===== src/rtl/hfp_pkg.sv =====
package hfp_pkg;
  localparam int PTR_W = 8;

  typedef enum logic [1:0] {
    PC_NONE = 2'd0,
    PC_ETH  = 2'd1,
    PC_BAD  = 2'd2
  } ptr_class_e;

  function automatic ptr_class_e classify(input logic [PTR_W-1:0] v,
                                          input logic [PTR_W-1:0] lo,
                                          input logic [PTR_W-1:0] hi);
    if (v == '0)                 return PC_NONE;
    else if (v >= lo && v <= hi) return PC_ETH;
    else                         return PC_BAD;
  endfunction
endpackage


===== src/rtl/hfp_slot_detect.sv =====
module hfp_slot_detect #(
  parameter int IDX_W   = 8,
  parameter int PTR_IDX = 194
) (
  input  logic             clk,
  input  logic             rst,
  input  logic             hf_sync,
  input  logic             cw_valid,
  input  logic [IDX_W-1:0] cw_idx,
  output logic             slot_hit,
  output logic             slot_cap
);
  logic taken;

  assign slot_hit = cw_valid && (cw_idx == IDX_W'(PTR_IDX));
  // first slot after a boundary only; the boundary cycle itself may hold it
  assign slot_cap = slot_hit && (hf_sync || !taken);

  always_ff @(posedge clk) begin
    if (rst)          taken <= 1'b0;
    else if (hf_sync) taken <= slot_cap;
    else if (slot_cap) taken <= 1'b1;
  end
endmodule


===== src/rtl/hfp_tx_insert.sv =====
module hfp_tx_insert #(
  parameter int D_W = 8
) (
  input  logic           clk,
  input  logic           rst,
  input  logic           slot_hit,
  input  logic [D_W-1:0] tx_data_in,
  input  logic [D_W-1:0] tx_ptr_cfg,
  output logic [D_W-1:0] tx_byte
);
  always_ff @(posedge clk) begin
    if (rst)           tx_byte <= '0;
    else if (slot_hit) tx_byte <= tx_ptr_cfg;
    else               tx_byte <= tx_data_in;
  end
endmodule


===== src/rtl/hfp_rx_filter.sv =====
module hfp_rx_filter #(
  parameter int D_W     = 8,
  parameter int MATCH_N = 4
) (
  input  logic           clk,
  input  logic           rst,
  input  logic           slot_cap,
  input  logic [D_W-1:0] rx_byte,
  input  logic           sw_load,
  input  logic [D_W-1:0] sw_ptr,
  output logic [D_W-1:0] acc,
  output logic [D_W-1:0] acc_nxt
);
  localparam int CNT_W = $clog2(MATCH_N + 1);
  localparam logic [CNT_W-1:0] CNT_MAX = CNT_W'(MATCH_N);
  localparam logic [CNT_W-1:0] CNT_ONE = CNT_W'(1);

  logic [D_W-1:0]   cand, cand_nxt;
  logic [CNT_W-1:0] cnt, cnt_nxt;

  always_comb begin
    acc_nxt  = acc;
    cand_nxt = cand;
    cnt_nxt  = cnt;
    if (sw_load) begin
      acc_nxt  = sw_ptr;
      cand_nxt = sw_ptr;
      cnt_nxt  = '0;
    end else if (slot_cap) begin
      if (cnt != '0 && rx_byte == cand) begin
        if (cnt != CNT_MAX) cnt_nxt = cnt + CNT_ONE;
        if (cnt == CNT_MAX - CNT_ONE) acc_nxt = rx_byte;
      end else begin
        cand_nxt = rx_byte;
        cnt_nxt  = CNT_ONE;
        if (CNT_ONE == CNT_MAX) acc_nxt = rx_byte;
      end
    end
  end

  always_ff @(posedge clk) begin
    if (rst) begin
      acc  <= '0;
      cand <= '0;
      cnt  <= '0;
    end else begin
      acc  <= acc_nxt;
      cand <= cand_nxt;
      cnt  <= cnt_nxt;
    end
  end
endmodule


===== src/rtl/hfp_classify.sv =====
module hfp_classify
  import hfp_pkg::*;
#(
  parameter logic [PTR_W-1:0] WIN_LO = 8'h24,
  parameter logic [PTR_W-1:0] WIN_HI = 8'h3F
) (
  input  logic             clk,
  input  logic             rst,
  input  logic [PTR_W-1:0] ptr_nxt,
  output logic             eth_present,
  output logic             ptr_invalid
);
  ptr_class_e cls;

  assign cls = classify(ptr_nxt, WIN_LO, WIN_HI);

  always_ff @(posedge clk) begin
    if (rst) begin
      eth_present <= 1'b0;
      ptr_invalid <= 1'b0;
    end else begin
      eth_present <= (cls == PC_ETH);
      ptr_invalid <= (cls == PC_BAD);
    end
  end
endmodule


===== src/rtl/hf_ptr_mgr.sv =====
module hf_ptr_mgr
  import hfp_pkg::*;
#(
  parameter int IDX_W   = 8,
  parameter int PTR_IDX = 194,
  parameter int MATCH_N = 4,
  parameter logic [PTR_W-1:0] WIN_LO = 8'h24,
  parameter logic [PTR_W-1:0] WIN_HI = 8'h3F
) (
  input  logic             clk,
  input  logic             rst,
  input  logic             hf_sync,
  input  logic             cw_valid,
  input  logic [IDX_W-1:0] cw_idx,
  input  logic [PTR_W-1:0] rx_byte,
  input  logic [PTR_W-1:0] tx_data_in,
  input  logic [PTR_W-1:0] tx_ptr_cfg,
  input  logic             sw_load,
  input  logic [PTR_W-1:0] sw_ptr,
  output logic [PTR_W-1:0] tx_byte,
  output logic [PTR_W-1:0] rx_ptr,
  output logic             eth_present,
  output logic             ptr_invalid
);
  logic             slot_hit, slot_cap;
  logic [PTR_W-1:0] ptr_nxt;

  hfp_slot_detect #(.IDX_W(IDX_W), .PTR_IDX(PTR_IDX)) u_slot (
    .clk(clk), .rst(rst), .hf_sync(hf_sync), .cw_valid(cw_valid),
    .cw_idx(cw_idx), .slot_hit(slot_hit), .slot_cap(slot_cap)
  );

  hfp_tx_insert #(.D_W(PTR_W)) u_tx (
    .clk(clk), .rst(rst), .slot_hit(slot_hit), .tx_data_in(tx_data_in),
    .tx_ptr_cfg(tx_ptr_cfg), .tx_byte(tx_byte)
  );

  hfp_rx_filter #(.D_W(PTR_W), .MATCH_N(MATCH_N)) u_rx (
    .clk(clk), .rst(rst), .slot_cap(slot_cap), .rx_byte(rx_byte),
    .sw_load(sw_load), .sw_ptr(sw_ptr), .acc(rx_ptr), .acc_nxt(ptr_nxt)
  );

  hfp_classify #(.WIN_LO(WIN_LO), .WIN_HI(WIN_HI)) u_cls (
    .clk(clk), .rst(rst), .ptr_nxt(ptr_nxt),
    .eth_present(eth_present), .ptr_invalid(ptr_invalid)
  );
endmodule


===== config.mk =====
export PLATFORM = sky130hd
export DESIGN_NAME = hf_ptr_mgr
export DESIGN_NICKNAME = d
export VERILOG_FILES = /design/src/rtl/hfp_pkg.sv /design/src/rtl/hfp_slot_detect.sv /design/src/rtl/hfp_tx_insert.sv /design/src/rtl/hfp_rx_filter.sv /design/src/rtl/hfp_classify.sv /design/src/rtl/hf_ptr_mgr.sv
export SDC_FILE = /design/constraint.sdc
export NUM_CORES = 1
export LEC_CHECK = 0
export ABC_AREA = 1
export BUFFER_PORTS_ARGS = -buffer_cell sky130_fd_sc_hd__buf_2
export CAP_MARGIN = 0
export CORE_ASPECT_RATIO = 1.5
export CORE_MARGIN = 4
export CORE_UTILIZATION = 40
export DETAILED_ROUTE_END_ITERATION = 10
export GPL_ROUTABILITY_DRIVEN = 0
export PLACE_DENSITY = 0.66
export SETUP_SLACK_MARGIN = 0.2
export SYNTH_ARGS = -nofsm -noshare
export SYNTH_HDL_FRONTEND = slang
export SYNTH_SLANG_ARGS = --single-unit
export TNS_END_PERCENT = 30

===== constraint.sdc =====
create_clock -name clk -period 4.16 [get_ports clk]
set_clock_uncertainty 0.2 [all_clocks]
set_input_delay 0.624 -clock clk [delete_from_list [all_inputs] [get_ports clk]]
set_output_delay 0.624 -clock clk [all_outputs]
set_load 0.02 [all_outputs]

==> out/metrics.csv <==
metric,value,unit
status,"finished, final reports clean",
dieWidth,58.5,um
numPlacedInstances,327,
dr.first_iter.drc_count,78,
gr-total-overflow,0,
synth_async_sr_flop_share,0,%
dp_hpwl,3040,um
tns,0,ps
portBuffers,62,
yosysSeqAreaShare,39.2,%
cts_sinks,30,
r2r_slack,1840,ps
boundaryPins,63,
slowest_stage,dfxtp_1,
yosysMostFrequentCell,nand2_1,
clkTransAtPathRegs,60,ps
layout_min_cycle_time,2320,ps
antenna_found_initial,0,
yosysWarnings,0,
synth.avg_cell_area,6.72,um2
yosysTopAreaCellShare,39.2,%
holdWs,281,ps
grtUsageTotal,17.2,%
power_frac_seq,39.6,%
reg2reg_depth,14,
combPwrFrac,13.0,%
vias,1611,
ir_worst_vdd,0.225,mV
cp_data_required_time,4140,ps
fmax,0.432,GHz
clock_latency,290,ps
post_drt_wl_per_cell,11.8,um
finalWirelength,3940,um
maxCapViolations,0,
crit_type,flip-flop to flip-flop,
post-route-period-util,55.6,%
netlist_instances,228,
synth_area,0.00153,mm2
drive_above_1_share,28.8,%
finalHoldViolCount,0,
grt_pass1_wl,6670,um
syn_to_final_growth,31.1,%
viasPerCell,4.81,
p_leak,1.02,nW
slew_violations,0,
r2r_end,u_cls.ptr_invalid,
place_worst_setup_slack,1630,ps
synth_nets,276,
htree_levels,2,
final_cells,335,
power.internal,0.000598,W
arrival,2290,ps
start_util,41.6,%
post-cts-setup-buffers,0,
hp-class,flip-flop to flip-flop,
r2r_start,u_rx.cnt[0],
fin_nets,339,
grt_max_degree,19,
pwr-share-clk,47.3,%
holdBufCountCts,0,
synth_edf_count,0,
grt_pass1_vias,1622,
crit_top_cell,nand2_1,
cts_buffer_depth,2,
hold_depth,2,
synth_flop_cell,dfxtp_1,
worst_setup_path_start_kind,flip-flop,
synth_top_area_cell,dfxtp_1,
synth_common_cells,"55 x nand2_1, 30 x dfxtp_1, 30 x nor2_1",
die-height,83.8,um
n_antenna_cell,0,
worstHoldEndpoint,u_rx.cnt[1],
first_pass_iters,4,
core-area,0.00368,mm2
rsz0062_at_grt,false,
num_rows,27,
power_switching,0.000178,W
die-area,0.00490,mm2
power.density,387,mW/mm2
setup_viol_count_final,0,
cts_buffers,5,
ctsResizeCount,0,
endpoint_kind,flip-flop,
fin_ws,1840,ps
ys_types,21,
ys_seq_elements,30,
drc,0,
cts-root-buf,clkbuf_8,
synth.area.top_cells,"dfxtp_1 39%, nand2_1 13%, nand3_1 7.8%",
relSlewSlack,67.1,%
path_max_fanout,12,
swShare,22.9,%
cp_cell_sequence,"inv_1, ha_1, nand2_1, nand2_1, nor2_1, nand3_1, nor2_4, nand2_2, nand2_1, nand3_1, nand2_1, nor2_4, a21oi_1, nor2_1",
tightest_slew,493,ps
cts_tree,built,
min_from,u_rx.cnt[1],
cp_slowest_stage_delay,330,ps
postRouteAntennaNets,0,
-- flip-flops by register name, summed over array words and instances, names as in the netlist --
| signal | count |
|---|---|
| u_cls.eth_present | 1 |
| u_cls.ptr_invalid | 1 |
| u_rx.acc | 8 |
| u_rx.cand | 8 |
| u_rx.cnt | 3 |
| u_slot.taken | 1 |
| u_tx.tx_byte | 8 |
-- area by class of cell --
type | count | area, um2
Inverter | 32 | 120
Clock buffer | 6 | 82.6
Sequential cell | 30 | 601
Tap cell | 43 | 53.8
Clock inverter | 2 | 60.1
Timing Repair Buffer | 62 | 310
Fill cell | 398 | 1670
Multi-Input combinational cell | 160 | 781
-- how the worst max path moves through the flow --
stage,start,endpoint,slack [ps],depth (start not counted)
floorplan,cw_idx[3],u_cls.ptr_invalid,2030,12
global placement,cw_idx[2],u_cls.ptr_invalid,1640,11
detailed placement,cw_idx[3],u_cls.ptr_invalid,1630,13
CTS,u_rx.cnt[0],u_cls.ptr_invalid,1840,14
global route,u_rx.cnt[0],u_cls.ptr_invalid,1590,14
finish,u_rx.cnt[0],u_cls.ptr_invalid,1840,14
-- cells by family after synthesis --
group,after synthesis,synth area share (%)
DFF,30,39.2
buffers and inverters,38,9.80
AOI/OAI and AO/OA,34,12.3
xor gates and xnor gates,3,1.72
adders and majority gates,3,2.45
and+or+nand+nor,120,34.6
-- layer usage --
layer  vias to the layer above  track usage, %  share of wire, %
met2                        64            29.2                49
met4                         0            7.38               2.6
met1                       686            19.4                40
met3                        11            4.80               8.6
li1                        850               -                 -
met5                         -               0                 0
-- through the flow --
step	cell area, um2	total power, W	util [%]
after floorplan	1530	0.000374	-
after global placement	1870	0.000415	50.7
after detailed placement	1870	0.000416	50.7
after CTS	2010	0.000786	54.5
after global routing	2010	0.000812	54.5
final	2010	0.000776	54.5
-- power groups by stage --
stage	Sequential [W]	Clock, W	Combinational, W
after floorplan	0.000326	0	0.0000481
after global placement	0.000314	0	0.000101
after detailed placement	0.000314	0	0.000101
after CTS	0.000308	0.000376	0.000102
after global routing	0.000309	0.000387	0.000115
final	0.000308	0.000368	0.000101
-- worst max-delay path, delay by kind of cell, from the launching register on --
family / cells / cell delay, ps
buffers and inverters: 1 / 70
AND/OR/NAND/NOR: 11 / 1220
adder cells (fa/ha/maj): 1 / 220
flip-flops: 1 / 330
AO/OA/AOI/OAI: 1 / 160
-- layout by cell type (no fill, tap or decap) --
| master | n |
|---|---|
| nor2_4 | 3 |
| o21ai_0 | 11 |
| nand3_1 | 24 |
| nor2_1 | 30 |
| nor2_2 | 2 |
| o21ai_1 | 1 |
| nand2_2 | 1 |
| nand4_1 | 2 |
| a31oi_1 | 8 |
| clkbuf_8 | 6 |
| inv_1 | 26 |
| inv_2 | 6 |
| dfxtp_1 | 30 |
| nor3_2 | 1 |
| buf_2 | 62 |
| a211oi_2 | 1 |
| nand2_1 | 55 |
| xnor2_1 | 3 |
| nand3b_1 | 2 |
| a21oi_1 | 13 |
| ha_1 | 3 |
| bufinv_16 | 2 |
(Power assumes the default switching activity.)
